### src/rtl/tmr_pkg.sv
package tmr_pkg;

    localparam int DATA_W = 32;
    localparam int ADDR_W = 6;
    localparam int STAT_W = 4;

    // Register offsets (software-visible map)
    localparam logic [ADDR_W-1:0] OFS_MATCH = 6'h00;
    localparam logic [ADDR_W-1:0] OFS_COUNT = 6'h10;
    localparam logic [ADDR_W-1:0] OFS_STAT  = 6'h14;
    localparam logic [ADDR_W-1:0] OFS_IEN   = 6'h1C;
    localparam logic [ADDR_W-1:0] OFS_CTRL  = 6'h20;
    localparam logic [ADDR_W-1:0] OFS_ASTAT = 6'h24;

    // Access-status bit positions
    localparam int AS_MWR_BIT = 0;
    localparam int AS_CWR_BIT = 4;
    localparam int AS_CRD_BIT = 5;

    // Control bit positions
    localparam int CTRL_EN_BIT   = 0;
    localparam int CTRL_SNAP_BIT = 1;

    typedef enum logic [1:0] {
        CH_IDLE,
        CH_WAIT,
        CH_SETTLE
    } chan_state_t;

    typedef struct packed {
        logic              we;
        logic [ADDR_W-1:0] addr;
        logic [DATA_W-1:0] wdata;
    } bus_req_t;

    typedef struct packed {
        logic crd_busy;
        logic cwr_busy;
        logic mwr_busy;
    } astat_t;

    function automatic logic wr_hit(input bus_req_t req, input logic [ADDR_W-1:0] ofs);
        return req.we && (req.addr == ofs);
    endfunction

    function automatic logic [DATA_W-1:0] pack_astat(input astat_t a);
        logic [DATA_W-1:0] v;
        v = '0;
        v[AS_CRD_BIT] = a.crd_busy;
        v[AS_CWR_BIT] = a.cwr_busy;
        v[AS_MWR_BIT] = a.mwr_busy;
        return v;
    endfunction

endpackage

### src/rtl/tmr_tick_gen.sv
module tmr_tick_gen #(
    parameter int DIV = 4
) (
    input  logic clk,
    input  logic rst,
    output logic tick
);
    localparam int CW = (DIV > 1) ? $clog2(DIV) : 1;
    localparam logic [CW-1:0] LAST = CW'(DIV - 1);

    logic [CW-1:0] div_q;

    always_ff @(posedge clk) begin
        if (rst)               div_q <= '0;
        else if (div_q == LAST) div_q <= '0;
        else                   div_q <= div_q + 1'b1;
    end

    assign tick = (div_q == LAST);

endmodule

### src/rtl/tmr_xfer_chan.sv
module tmr_xfer_chan
    import tmr_pkg::*;
#(
    parameter int W      = 32,
    parameter int SETTLE = 2
) (
    input  logic         clk,
    input  logic         rst,
    input  logic         wr,
    input  logic [W-1:0] wdata,
    input  logic         tick,
    output logic         busy,
    output logic         apply,
    output logic [W-1:0] data
);
    localparam int CW = $clog2(SETTLE + 1);
    localparam logic [CW-1:0] CNT_LAST = CW'(SETTLE - 1);

    chan_state_t   state;
    logic [CW-1:0] cnt;
    logic [W-1:0]  data_q;

    always_ff @(posedge clk) begin
        if (rst) begin
            state  <= CH_IDLE;
            cnt    <= '0;
            data_q <= '0;
        end else if (wr) begin
            state  <= CH_WAIT;
            cnt    <= '0;
            data_q <= wdata;
        end else begin
            unique case (state)
                CH_WAIT: begin
                    if (tick) begin
                        state <= CH_SETTLE;
                        cnt   <= '0;
                    end
                end
                CH_SETTLE: begin
                    if (cnt == CNT_LAST) state <= CH_IDLE;
                    else                 cnt   <= cnt + 1'b1;
                end
                default: ;
            endcase
        end
    end

    assign busy  = (state != CH_IDLE);
    assign apply = (state == CH_WAIT) && tick && !wr;
    assign data  = data_q;

    // a write raises the pending flag on the next cycle
    p_wr_busy_r6: assert property (@(posedge clk) disable iff (rst) wr |=> busy);

endmodule

### src/rtl/tmr_count_core.sv
module tmr_count_core #(
    parameter int W = 32
) (
    input  logic         clk,
    input  logic         rst,
    input  logic         tick,
    input  logic         en,
    input  logic         cnt_load,
    input  logic [W-1:0] cnt_val,
    input  logic         m_load,
    input  logic [W-1:0] m_val,
    input  logic         snap_take,
    output logic [W-1:0] count,
    output logic [W-1:0] match,
    output logic [W-1:0] snap,
    output logic         hit
);
    always_ff @(posedge clk) begin
        if (rst)                count <= '0;
        else if (cnt_load)      count <= cnt_val;
        else if (tick && en)    count <= count + 1'b1;
    end

    always_ff @(posedge clk) begin
        if (rst)         match <= '1;
        else if (m_load) match <= m_val;
    end

    always_ff @(posedge clk) begin
        if (rst)            snap <= '0;
        else if (snap_take) snap <= count;
    end

    assign hit = tick && en && (count == match);

    // enabled tick without load advances by one (wraps naturally)
    p_count_step_r2: assert property (@(posedge clk) disable iff (rst)
        (tick && en && !cnt_load) |=> (count == $past(count) + 1'b1));
    // no tick and no load keeps the count frozen
    p_count_hold_r2: assert property (@(posedge clk) disable iff (rst)
        (!cnt_load && !(tick && en)) |=> $stable(count));
    // compare register only changes on its transfer strobe
    p_match_stable_r5: assert property (@(posedge clk) disable iff (rst)
        !m_load |=> $stable(match));

endmodule

### src/rtl/tmr_os_timer.sv
module tmr_os_timer
    import tmr_pkg::*;
#(
    parameter int TICK_DIV   = 4,
    parameter int SETTLE_CYC = 2
) (
    input  logic              clk,
    input  logic              rst,
    input  logic [ADDR_W-1:0] bus_addr,
    input  logic              bus_we,
    input  logic [DATA_W-1:0] bus_wdata,
    output logic [DATA_W-1:0] bus_rdata,
    output logic              irq
);
    bus_req_t req;
    assign req = '{we: bus_we, addr: bus_addr, wdata: bus_wdata};

    logic tick;

    tmr_tick_gen #(.DIV(TICK_DIV)) u_tick (
        .clk (clk),
        .rst (rst),
        .tick(tick)
    );

    // Software-side registers
    logic              en_q;
    logic              ien_q;
    logic [STAT_W-1:0] status_q;

    // Transfer channels
    logic              m_busy, m_apply;
    logic [DATA_W-1:0] m_data;
    logic              c_busy, c_apply;
    logic [DATA_W-1:0] c_data;
    logic              s_busy, s_apply;
    logic [0:0]        s_data;

    logic wr_match, wr_count, wr_snap, wr_stat;
    assign wr_match = wr_hit(req, OFS_MATCH);
    assign wr_count = wr_hit(req, OFS_COUNT);
    assign wr_snap  = wr_hit(req, OFS_CTRL) && req.wdata[CTRL_SNAP_BIT];
    assign wr_stat  = wr_hit(req, OFS_STAT);

    tmr_xfer_chan #(.W(DATA_W), .SETTLE(SETTLE_CYC)) u_mchan (
        .clk(clk), .rst(rst), .wr(wr_match), .wdata(req.wdata), .tick(tick),
        .busy(m_busy), .apply(m_apply), .data(m_data)
    );

    tmr_xfer_chan #(.W(DATA_W), .SETTLE(SETTLE_CYC)) u_cchan (
        .clk(clk), .rst(rst), .wr(wr_count), .wdata(req.wdata), .tick(tick),
        .busy(c_busy), .apply(c_apply), .data(c_data)
    );

    tmr_xfer_chan #(.W(1), .SETTLE(SETTLE_CYC)) u_schan (
        .clk(clk), .rst(rst), .wr(wr_snap), .wdata(req.wdata[CTRL_SNAP_BIT]), .tick(tick),
        .busy(s_busy), .apply(s_apply), .data(s_data)
    );

    logic [DATA_W-1:0] count, match, snap;
    logic              hit;

    tmr_count_core #(.W(DATA_W)) u_core (
        .clk      (clk),
        .rst      (rst),
        .tick     (tick),
        .en       (en_q),
        .cnt_load (c_apply),
        .cnt_val  (c_data),
        .m_load   (m_apply),
        .m_val    (m_data),
        .snap_take(s_apply && s_data[0]),
        .count    (count),
        .match    (match),
        .snap     (snap),
        .hit      (hit)
    );

    logic [STAT_W-1:0] clr_mask, set_mask;
    assign clr_mask = wr_stat ? req.wdata[STAT_W-1:0] : '0;
    assign set_mask = {{(STAT_W-1){1'b0}}, hit};

    always_ff @(posedge clk) begin
        if (rst) begin
            en_q     <= 1'b0;
            ien_q    <= 1'b0;
            status_q <= '0;
        end else begin
            if (wr_hit(req, OFS_CTRL)) en_q  <= req.wdata[CTRL_EN_BIT];
            if (wr_hit(req, OFS_IEN))  ien_q <= req.wdata[0];
            status_q <= (status_q & ~clr_mask) | set_mask;
        end
    end

    astat_t astat;
    assign astat = '{crd_busy: s_busy, cwr_busy: c_busy, mwr_busy: m_busy};

    always_comb begin
        unique case (req.addr)
            OFS_MATCH: bus_rdata = match;
            OFS_COUNT: bus_rdata = snap;
            OFS_STAT:  bus_rdata = {{(DATA_W-STAT_W){1'b0}}, status_q};
            OFS_IEN:   bus_rdata = {{(DATA_W-1){1'b0}}, ien_q};
            OFS_CTRL:  bus_rdata = {{(DATA_W-1){1'b0}}, en_q};
            OFS_ASTAT: bus_rdata = pack_astat(astat);
            default:   bus_rdata = '0;
        endcase
    end

    assign irq = status_q[0] && ien_q;

    // a match event only appears after a timer tick
    p_stat_on_tick_r7: assert property (@(posedge clk) disable iff (rst)
        $rose(status_q[0]) |-> $past(tick));
    // a clear of bit 0 without a competing match drops it
    p_w1c_r8: assert property (@(posedge clk) disable iff (rst)
        (wr_stat && req.wdata[0] && !hit) |=> !status_q[0]);
    // upper status bits are never raised
    p_stat_upper_r7: assert property (@(posedge clk) disable iff (rst)
        status_q[STAT_W-1:1] == '0);

endmodule

### config.mk
export PLATFORM = sky130hd
export DESIGN_NAME = tmr_os_timer
export DESIGN_NICKNAME = d
export VERILOG_FILES = /design/src/rtl/tmr_pkg.sv /design/src/rtl/tmr_tick_gen.sv /design/src/rtl/tmr_xfer_chan.sv /design/src/rtl/tmr_count_core.sv /design/src/rtl/tmr_os_timer.sv
export SDC_FILE = /design/constraint.sdc
export NUM_CORES = 1
export LEC_CHECK = 0
export ABC_AREA = 1
export BUFFER_PORTS_ARGS = -buffer_cell sky130_fd_sc_hd__buf_4
export CAP_MARGIN = 0
export CELL_PAD_IN_SITES_DETAIL_PLACEMENT = 1
export CELL_PAD_IN_SITES_GLOBAL_PLACEMENT = 1
export CORE_MARGIN = 2
export CORE_UTILIZATION = 35
export CTS_CLUSTER_DIAMETER = 40
export CTS_CLUSTER_SIZE = 30
export DETAILED_ROUTE_END_ITERATION = 12
export PLACE_DENSITY = 0.74
export SLEW_MARGIN = 10
export SYNTH_ARGS = -nofsm -noshare
export SYNTH_HDL_FRONTEND = slang
export SYNTH_SLANG_ARGS = --single-unit
### constraint.sdc
create_clock -name clk -period 4.3 [get_ports clk]
set_clock_uncertainty 0.15 [all_clocks]
set_input_delay 0.86 -clock clk [delete_from_list [all_inputs] [get_ports clk]]
set_output_delay 0.86 -clock clk [all_outputs]
set_load 0.05 [all_outputs]
# Word-level counts from Yosys, hierarchy flattened

Index checks and enable logic that the tools add are counted.
W data, S select, Z words.

Bitwise logic cells: 3
Eq/ne operators: 31
Reduce and logical (&&, ||, !) cells: 43
Multiplexer cells: 21
$add $sub $neg: 5

Operators with widths:

| operator                | count |
|---|---|
| $pmux W32 S6            | 1 |
| $mux W32                | 2 |
| $add A32 B1 Y32 const B | 1 |
| $eq A32 B32 Y1          | 1 |
| $reduce_and A3 Y1       | 9 |
| $pmux W2 S2             | 6 |
| $eq A6 B5 Y1 const B    | 3 |
| $logic_and A1 B1 Y1     | 16 |
| $mux W2                 | 8 |
| $ne A3 B1 Y1 const B    | 5 |
| $reduce_bool A2 Y1      | 7 |
| $eq A2 B1 Y1 const B    | 6 |
| $eq A6 B6 Y1 const B    | 2 |
| $ne A2 B1 Y1 const B    | 5 |
| $reduce_bool A3 Y1      | 3 |
| $add A2 B1 Y2 const B   | 4 |
| $eq A2 B2 Y1 const B    | 4 |
| $ne A2 B2 Y1 const B    | 4 |
| $reduce_or A2 Y1        | 4 |
| $logic_not A6 Y1        | 1 |
| $and A4 B4 Y4           | 1 |
| $mux W4                 | 1 |
| $not A4 Y4              | 1 |
| $or A4 B1 Y4            | 1 |
| other kinds (3)         | 7 |

Input bits: 41
Flip-flop bits (word level): 181
Output and inout port bits: 33

# Depth between registers and ports, before layout

Gate-level depths: netlist (run 1).

Depth after elaboration: 6
Gate-level depth with buffers: 12
Gate-level depth less buffers: 12

# Hierarchy

From an unflattened synthesis (run 1), not the netlist that was laid out.

Cell total of the unflattened synthesis: 1216
Area total of the unflattened synthesis: 8628.3 um2

Modules (own cells, without submodules):

| module                       | area an instance (um2) | instances | sequential area each (um2) | cells an instance |
|---|---|---|---|---|
| tmr_count_core               | 4772.1                 | 1         | 1921.8                     | 715 |
| tmr_xfer_chan at u_cchan ... | 1350.0                 | 2         | 720.7                      | 167 |
| tmr_os_timer                 | 834.6                  | 1         | 120.1                      | 126 |
| tmr_xfer_chan at u_schan     | 246.5                  | 1         | 100.1                      | 32 |
| tmr_tick_gen                 | 75.1                   | 1         | 40.0                       | 9 |

# Worst setup path before layout (run 1)

No wires, ideal clock.

Path kind: in2out
Start point: input bus_addr[1]
End point: output bus_rdata[12]
Setup slack: 802 ps
Data required time: 3290 ps
Stages: 4
Arrival: 2488 ps
Buffers on the path: 1
Cell sequence: nor2_4 -> nand4_4 -> clkbuf_1 -> o21ai_0

Word-level cells in the longest chain between the ends: 2
Elaborated cells between the ends (all ways): 7

Ends and longest elaborated chain:

| what                                       | RTL line           | text |
|---|---|---|
| start: declaration                         | tmr_os_timer.sv:9  | `input logic [ADDR_W-1:0] bus_addr,` |
| $eq A6 B6 Y1, or another cell as far along | tmr_os_timer.sv:99 | `unique case (req.addr)` |
| $pmux W32 S6 (*)                           | tmr_os_timer.sv:99 |  |
| end: declaration                           | tmr_os_timer.sv:12 | `output logic [DATA_W-1:0] bus_rdata,` |

Mark *: on every way between the ends. The rest lies on a longest branch, timed or not.

# Final worst setup path (run 1)

Start point: input bus_addr[1]
End point: output bus_rdata[3]

Same word-level chain as after synthesis.

==> out/qor.txt, run 1 <==
top cell type's share of synthesized area: 40.3%
layout cells sized above 1: 12.1%
dpl hpwl: 20100 um
post-route ant nets: 0
Period Utilization, post-route: 79.1%
Min Clock Period, post-route: 3.40 ns
startpoint types: primary input
required time worst endpoint: 3.29 ns
drc violations: 0
sequential-to-total area share from yosys stat: 40.3%
Num Clock Sinks: 181
xor-xnor portion of the synthesized cell area: 2.34%
GPL Wtd Cong: 0.835
number of buffers and inverters on the critical path: 2
Slew headroom: 29.9%
Gate Count Post-Synth: 1314
VDD IR-drop max: 233 uV
first-pass GRT wire length: 47000 um
post-synth top area cell: dfxtp_1
# nets final: 1400
Cell Pwr Density: 335 mW/mm^2
drt total wl: 29200 um
Largest stage delay, worst path: 0.59 ns
Leakage: 0.00433 uW
Compound-Gate Fraction of Synth Area: 13.8%
Final Hold Viols: 0
EDFF count, synth: 0
Starting Density: 35.7%
top post-synthesis cells by area: dfxtp_1 40%, nand2_1 14%, nor2_1 7.9%
Non-Filler Instances: 1688
largest net degree at the start of global routing: 116
synthesized flop and latch total: 181
Slowest cell on crit path: nor3_1
most common cell after layout, fill and taps aside: nand2_1
drt wl/cell: 17.3 um
asr flop ratio synth: 0%
CP top delay family: simple AND/OR/NAND/NOR gates
vias: 8601
Site Rows: 58
hold_ws: 0.284 ns
commonest cells after routing, fill and taps aside: 328 x nand2_1, 189 x nor2_1, 181 x dfxtp_1
Yosys Warn Count: 0
initial antenna violation count: 0
IO Count: 74
max_cap viols: 0
Yosys cell types: 44
Setup Viol. Count Final: 0
gr usage total: 22.5%
clk_lat worst skew: 0.45 ns
# resized after CTS: 0
CTS Hold Buffers Added: 0
Die ar.: 0.0270 mm^2
vias in the first global route: 8811
Max Slew Vio Count: 0
Worst-Margin Slew: 1.05 ns
adder-cell share of the synthesized area: 1.95%
cell area after synthesis: 0.00899 mm^2
DR iter-0 viols: 510
Critical Path Fanout Max: 5
# Post-CTS Setup Buffers: 0
Worst Path Arrival: 2.39 ns
post-synthesis mux area share: 0%
CTS tree: done
drt pass-1 iters: 5
Num CTS Buffers: 17
max frequency: 0.294 GHz
Core ar.: 0.0252 mm^2
clock buffer depth: 2
Worst setup EP type: output port
overall die height: 164 um
Vias/cell: 5.10
CP Cell Sequence: buf_4, nor2_4, nand2_1, nor3_1, nand2_1, o211ai_1, buf_4
Synth Flop Type: dfxtp_1
largest family of logic cells by synthesized area: simple AND/OR/NAND/NOR gates
Post-Place Cells: 1656
diode count: 0
post-synth net total: 1369
Clk pin slew, worst setup/hold paths: 0.07 ns
Die Span X: 164 um
CP Class: in -> out
grt ovf: 0
status: complete, no violations
Hold Path Class: reg -> reg
CTS H-Tree Depth: 4
clock root buffer: clkbuf_16
Post-Synth Simple-Gate Area: 32.3%
Layout area overhead: 14.4%
RSZ-0062 raised after global routing: no
Setup TNS Final: 0 ns
Avg Inst Size Synth: 6.84 um^2
I/O Buffers: 73
-- flip-flops by register name, summed over array words and instances (netlist names), 4 cells and up --
register,cells
status_q,4
u_cchan.data,32
u_core.count,32
u_core.match,32
u_core.snap,32
u_mchan.data,32
-- layout make-up --
type / count / area [um^2]
clock buffers: 22 / 484
clock inverters: 10 / 96.3
fillers: 3230 / 14900
inverters: 134 / 509
multi-input cells: 929 / 4530
flip-flops and latches: 181 / 3620
well taps: 330 / 413
repair buffers: 82 / 628
-- stage by stage --
step | total power [uW] | setup slack (ns) | util (%) | area (um^2)
final | 3450 | 0.900 | 40.8 | 10300
after global routing | 3550 | 0.753 | 40.8 | 10300
after CTS | 3470 | 0.887 | 40.8 | 10300
after detailed placement | 1920 | 0.898 | 38.5 | 9710
after global placement | 1910 | 0.937 | 38.5 | 9710
after floorplan | 1840 | 0.802 | - | 8990
-- where the power goes --
| group | internal (uW) | switching, uW |
|---|---|---|
| Combinational | 60.7 | 117 |
| Sequential | 1690 | 8.25 |
| Clock | 863 | 710 |
-- routing by layer --
metal / up-vias / wire length (um) / GRT usage, %
met5: - / 0 / 0
met4: 0 / 446 / 5.34
met3: 29 / 806 / 3.26
met2: 117 / 14200 / 38.9
met1: 4217 / 13800 / 29.5
li1: 4238 / - / -
-- final timing paths --
kind	start	to	slack, ns	depth (start not counted)
setup reg to reg	u_tick.div_q[0]	u_core.snap[1]	1.61	5
setup / recovery	bus_addr[1]	bus_rdata[3]	0.90	7
hold reg to reg	u_tick.div_q[0]	u_tick.div_q[0]	0.28	1
hold / removal	u_tick.div_q[0]	u_tick.div_q[0]	0.28	1
-- synthesized netlist by cell type, types with 3 or more instances --
master,instances
nor2_4,3
xor2_1,17
a22o_1,8
inv_2,5
buf_2,14
buf_1,5
nand2_2,11
ha_1,14
nor2_1,190
clkbuf_2,4
nand3_1,104
nand2_4,7
a21oi_2,10
buf_6,6
dfxtp_1,181
o211ai_1,26
nor2_2,5
clkbuf_1,40
nand2_1,328
a21oi_1,60
o21ai_0,98
nand4_1,6
xnor2_1,7
inv_1,127
nor3_1,10
o21ai_1,5
-- cells by family (layout without fill, tap and decap cells) --
kind of cell | Yosys count | after routing
adders and majority gates | 14 | 14
buffers and inverters | 204 | 248
xor gates and xnor gates | 24 | 24
AOI/OAI and AO/OA | 216 | 216
and+or+nand+nor | 675 | 675
DFF | 181 | 181
Note: power is estimated with default switching activity, not from simulation.
==> run 2, diff against run 1 <==
Settings changed: ABC_AREA 1 to 0.
Clock period 4.3 ns to 2.74 ns, I/O delays scaled along.
==> run 2 against run 1 <==
Against the previous run:
- the run now ends with setup timing left
- core utilization increased by 2.7 points
- design area decreased by 4.0%
- register-to-register slack got worse by 1.3 ns
- non-clock buffer count increased by 32
- combinational power increased by 62%
- wire length decreased by 14%
- flip-flop and latch count unchanged
- worst hold slack got worse by 0.11 ns
- global-route usage decreased by 1.8 points
- die area decreased by 9.3%
- clock-buffer cell count decreased by 4
- first-iteration DRC count decreased by 31%
==> out/qor.txt, run 2 <==
status: finished with violations
failing checks: setup timing
Post-Place Cells: 1302
DR iter-0 viols: 354
Num CTS Buffers: 17
I/O Buffers: 73
Period Utilization, post-route: 103%
# nets final: 1093
Core ar.: 0.0227 mm^2
clock power share: 44.6%
Hold Path Class: in -> reg
post-synth top area cell: dfxtp_1
clock buffer depth: 2
Gate Count Post-Synth: 979
met2 Use GR: 35.6%
RSZ-0062 raised after global routing: yes
Setup TNS Final: -0.787 ns
final worst slack: -0.0807 ns
drc violations: 0
top cell type's share of synthesized area: 44.6%
drt pass-1 iters: 4
Comb pwr share: 5.4%
max frequency: 0.355 GHz
post-synth net total: 1034
layout cells sized above 1: 17.8%
vias: 7160
Synth Flop Type: dfxtp_1
utilization after layout: 43.5%
most numerous cell in the Yosys netlist: nand2_1
required time worst endpoint: 2.04 ns
Clk pin slew, worst setup/hold paths: 0.07 ns
Setup Viol. Count Final: 17
Final Hold Viols: 0
top cells by count, synth: 210 x nand2_1, 181 x dfxtp_1, 111 x a21oi_1
sw power: 1280 uW
grt ovf: 0
Yosys cell types: 46
Site Rows: 55
sequential-to-total area share from yosys stat: 44.6%
overall die height: 156 um
Slew headroom: 62.6%
Total Power: 5330 uW
EDFF count, synth: 0
Leakage: 0.00350 uW
Critical Path Fanout Max: 7
first-pass GRT wire length: 39600 um
gr usage total: 20.7%
initial antenna violation count: 0
vias in the first global route: 7257
Worst Path Arrival: 2.12 ns
drt wl/cell: 18.8 um
Die Span X: 156 um
clock root buffer: clkbuf_16
diode count: 0
Yosys Warn Count: 0
CTS Hold Buffers Added: 0
Num Clock Sinks: 181
met1 Usage GRT: 27.4%
Min Clock Period, post-route: 2.82 ns
grt peak-use layer: met2
met3 usage: 3.38%
clk_lat worst skew: 0.43 ns
most common cell after layout, fill and taps aside: nand2_1
top post-synthesis cells by area: dfxtp_1 45%, nand2_1 9.7%, a21oi_1 6.8%
GPL Wtd Cong: 0.817
CP Class: in -> out
Net Sw Frac: 24.0%
commonest cells after routing, fill and taps aside: 210 x nand2_1, 181 x dfxtp_1, 111 x a21oi_1
Starting Density: 35.8%
synthesized flop and latch total: 181
hold_ws: 0.176 ns
drt total wl: 25100 um
asr flop ratio synth: 0%
startpoint types: primary input
internal power: 4050 uW
Vias/cell: 5.36
CTS tree: done
Layout area overhead: 21.5%
cell area after synthesis: 0.00813 mm^2
Worst-Margin Slew: 0.559 ns
CTS H-Tree Depth: 4
post-route ant nets: 0
largest net degree at the start of global routing: 84
IO Count: 74
Worst setup EP type: output port
Die ar.: 0.0245 mm^2
Max Slew Vio Count: 0
VDD IR-drop max: 387 uV
dpl hpwl: 17200 um
max_cap viols: 0
Non-Filler Instances: 1336
Flop pwr share: 50.0%
Avg Inst Size Synth: 8.31 um^2
Cell Pwr Density: 539 mW/mm^2
Filler Cell Count: 2641
## run 2: area by class of cell
cell class                      count  area, um^2  area share, %
Clock buffer                       18         439           4.45
Timing Repair Buffer              114        1070           10.9
Multi-Input combinational cell    701        4180           42.3
Tap cell                          285         357           3.61
Clock inverter                     14         121           1.23
Inverter                           23        86.3          0.874
Sequential cell                   181        3620           36.7
## run 2: cell families (layout without fill, tap and decap cells)
| family | after synthesis | count (layout) | synth area share [%] |
|---|---|---|---|
| buffers and inverters | 97 | 169 | 5.06 |
| muxes | 6 | 6 | 0.769 |
| adders and majority gates | 14 | 14 | 2.15 |
| xor gates and xnor gates | 61 | 61 | 6.57 |
| and+or+nand+nor | 390 | 390 | 22.3 |
| DFF | 181 | 181 | 44.6 |
| AOI/OAI and AO/OA | 230 | 230 | 18.6 |
## run 2: what timing repair did
item | 4_1_cts | 5_1_grt
pin swaps | 0 | 1
buffers inserted | 0 | 1
cloned | 0 | 1
endpoints found under the setup margin | 32 | 29
gates resized for setup | 21 | 20
## run 2: per-stage QoR
stage / cell area (um^2) / setup WS [ns]
after CTS: 9770 / -0.0267
final: 9880 / -0.0807
after global routing: 9880 / -0.0786
after global placement: 9130 / -0.104
after detailed placement: 9130 / -0.128
after floorplan: 8190 / -0.197
## run 2: worst paths after layout
path	startpoint	endpoint	slack (ns)	depth (start not counted)
max	bus_addr[3]	bus_rdata[23]	-0.08	7
min	bus_wdata[2]	status_q[2]	0.18	2
max reg2reg	u_core.count[1]	u_core.count[22]	0.36	7
min reg2reg	u_tick.div_q[0]	u_tick.div_q[0]	0.28	1
## run 2: worst max-delay path: stages
cell       delay, ns
buf_6           0.09
or4_4           0.57
nor3_4          0.22
buf_6           0.20
clkbuf_16       0.16
a22o_2          0.17
buf_8           0.15
## run 2: power by group through the flow
| stage | Sequential [uW] | Combinational [uW] | Clock (uW) |
|---|---|---|---|
| 2_1_floorplan | 2720 | 153 | 0 |
| 3_3_place_gp | 2720 | 270 | 0 |
| 3_5_place_dp | 2720 | 278 | 0 |
| 4_1_cts | 2660 | 283 | 2430 |
| 5_1_grt | 2660 | 316 | 2550 |
| 6_report | 2660 | 288 | 2380 |
## run 2: layer usage
layer  vias to the layer above  routed length [um]
li1                       3492                   -
met1                      3527               11600
met2                       122               12400
met3                        19                 889
met4                         0                 223
met5                         -                   0
==> run 3, diff against run 2 <==
Settings changed: ABC_AREA 0 to 1, PLACE_DENSITY 0.74 to 0.76.
==> run 3 against run 2 <==
Against the previous run:
- the run now ends clean
- sequential power hardly changed
- die area rose by 10%
- non-clock buffer count is 24 lower
- flip-flop and latch count did not move
- global-route usage is 2.0 points higher
==> out/qor.txt, run 3 (synthesis results as in run 1) <==
status: complete, no violations
Flop pwr share: 47.7%
Non-Filler Instances: 1696
design area: 0.0104 mm^2
cell mode on critical path: buf_4
drt pass-1 iters: 5
Largest stage delay, worst path: 0.55 ns
DR WL met2: 14100 um
reg2reg setup slack: 0.32 ns
I/O Buffers: 73
sw power: 1320 uW
first-pass GRT wire length: 47500 um
pre-CTS setup slack: 0.0598 ns
max_cap viols: 0
gr usage total: 22.7%
largest net degree at the start of global routing: 116
min-delay src: bus_wdata[31]
Worst-Margin Slew: 0.998 ns
# resized after CTS: 0
IO Count: 74
post-route ant nets: 0
multi-input logic area: 0.00453 mm^2
Comb pwr share: 5.1%
top layer in use: met5
Period Utilization, post-route: 98.7%
most common cell after layout, fill and taps aside: nand2_1
overall die height: 164 um
reg-to-reg critical path startpoint: u_tick.div_q[0]
Post-Place Cells: 1664
VDD IR-drop max: 350 uV
CTS tree: done
Leakage: 0.00439 uW
layout cells sized above 1: 12.5%
internal power: 4270 uW
clock buffer depth: 2
commonest cells after routing, fill and taps aside: 328 x nand2_1, 189 x nor2_1, 181 x dfxtp_1
Site Rows: 58
Num Clock Sinks: 181
RSZ-0062 raised after global routing: no
Cell Pwr Density: 536 mW/mm^2
Worst setup EP type: output port
max frequency: 0.370 GHz
clk_lat worst skew: 0.44 ns
DR iter-0 viols: 569
Starting Density: 35.7%
Net Sw Frac: 23.6%
vias: 8737
metal3 WL: 1030 um
Vias/cell: 5.15
Num CTS Buffers: 17
Worst Path Arrival: 2.01 ns
drc violations: 0
grt ovf: 0
diode count: 0
final worst slack: 0.0353 ns
Final Hold Viols: 0
clock root buffer: clkbuf_16
Filler Cell Count: 3187
required time worst endpoint: 2.04 ns
startpoint types: primary input
Slew headroom: 33.3%
placed instance area: 0.00979 mm^2
Clk pin slew, worst setup/hold paths: 0.07 ns
initial antenna violation count: 1
vias in the first global route: 9033
Min Clock Period, post-route: 2.70 ns
Die Span X: 164 um
worst setup path startpoint: bus_addr[4]
CP Cell Sequence: buf_4, inv_1, nand4_4, clkinv_1, a22o_1, buf_4
Slowest cell on crit path: clkinv_1
Core ar.: 0.0252 mm^2
dpl hpwl: 20200 um
GPL Wtd Cong: 0.862
drt total wl: 29600 um
# Post-CTS Setup Buffers: 0
Setup TNS Final: 0 ns
Layout area overhead: 15.8%
drt wl/cell: 17.5 um
Hold Path Class: in -> reg
WL met1: 13500 um
CP Class: in -> out
clock power share: 47.2%
Die ar.: 0.0270 mm^2
CTS H-Tree Depth: 4
# nets final: 1408
Critical Path Fanout Max: 9
CTS Hold Buffers Added: 0
Setup Viol. Count Final: 0
Reg area: 0.00362 mm^2
Max Slew Vio Count: 0
-- run 3: changes by cell type in the layout (fill, tap and decap cells not counted), moves of 24 or more --
| cell | before | now |
|---|---|---|
| nor2b_1 | 35 | 0 |
| o211ai_1 | 2 | 26 |
| a21oi_1 | 111 | 60 |
| a211o_1 | 32 | 0 |
| nand2_1 | 210 | 328 |
| xor2_1 | 43 | 17 |
| nand3_1 | 18 | 104 |
| nor2_1 | 44 | 189 |
| inv_1 | 21 | 126 |
| o21ai_0 | 7 | 97 |
-- run 3: path summary, 6_finish.rpt --
check	cells after the start	endpoint
worst max register to register	6	u_core.match[24]
worst min-delay path	3	u_mchan.data[31]
worst min register to register	1	u_tick.div_q[0]
worst max-delay path	6	bus_rdata[30]
-- run 3: area by class of cell --
type                            instances  share of cell area, %
Inverter                              134                   4.88
Clock buffer                           22                   4.56
Clock inverter                         10                   1.39
Timing Repair Buffer                   90                   6.85
Multi-Input combinational cell        929                   43.5
Sequential cell                       181                   34.8
Tap cell                              330                   3.97
-- run 3: routing by layer --
metal / vias to the layer above / track usage (%)
met1: 4260 / 29.0
met3: 60 / 3.66
met2: 159 / 37.8
met5: - / 0
li1: 4256 / -
met4: 2 / 9.29
-- run 3: metrics by stage --
step / utilization, % / total power, uW / hold slack (ns)
floorplan: - / 2880 / 0.254
global placement: 38.9 / 3000 / 0.262
global route: 41.3 / 5760 / 0.205
finish: 41.3 / 5580 / 0.193
CTS: 41.3 / 5630 / 0.189
detailed placement: 38.9 / 3010 / 0.273
-- run 3: power by group through the flow --
stage	combinational, uW	sequential, uW	clock (uW)
after floorplan	162	2720	0
after global placement	277	2720	0
after detailed placement	288	2720	0
after CTS	289	2660	2680
after global routing	317	2670	2770
final	285	2660	2630
-- run 3: critical path: cells and delay by family --
kind | cells | cell delay (ns)
compound gates | 1 | 0.40
simple gates | 1 | 0.12
buf+inv | 4 | 0.93
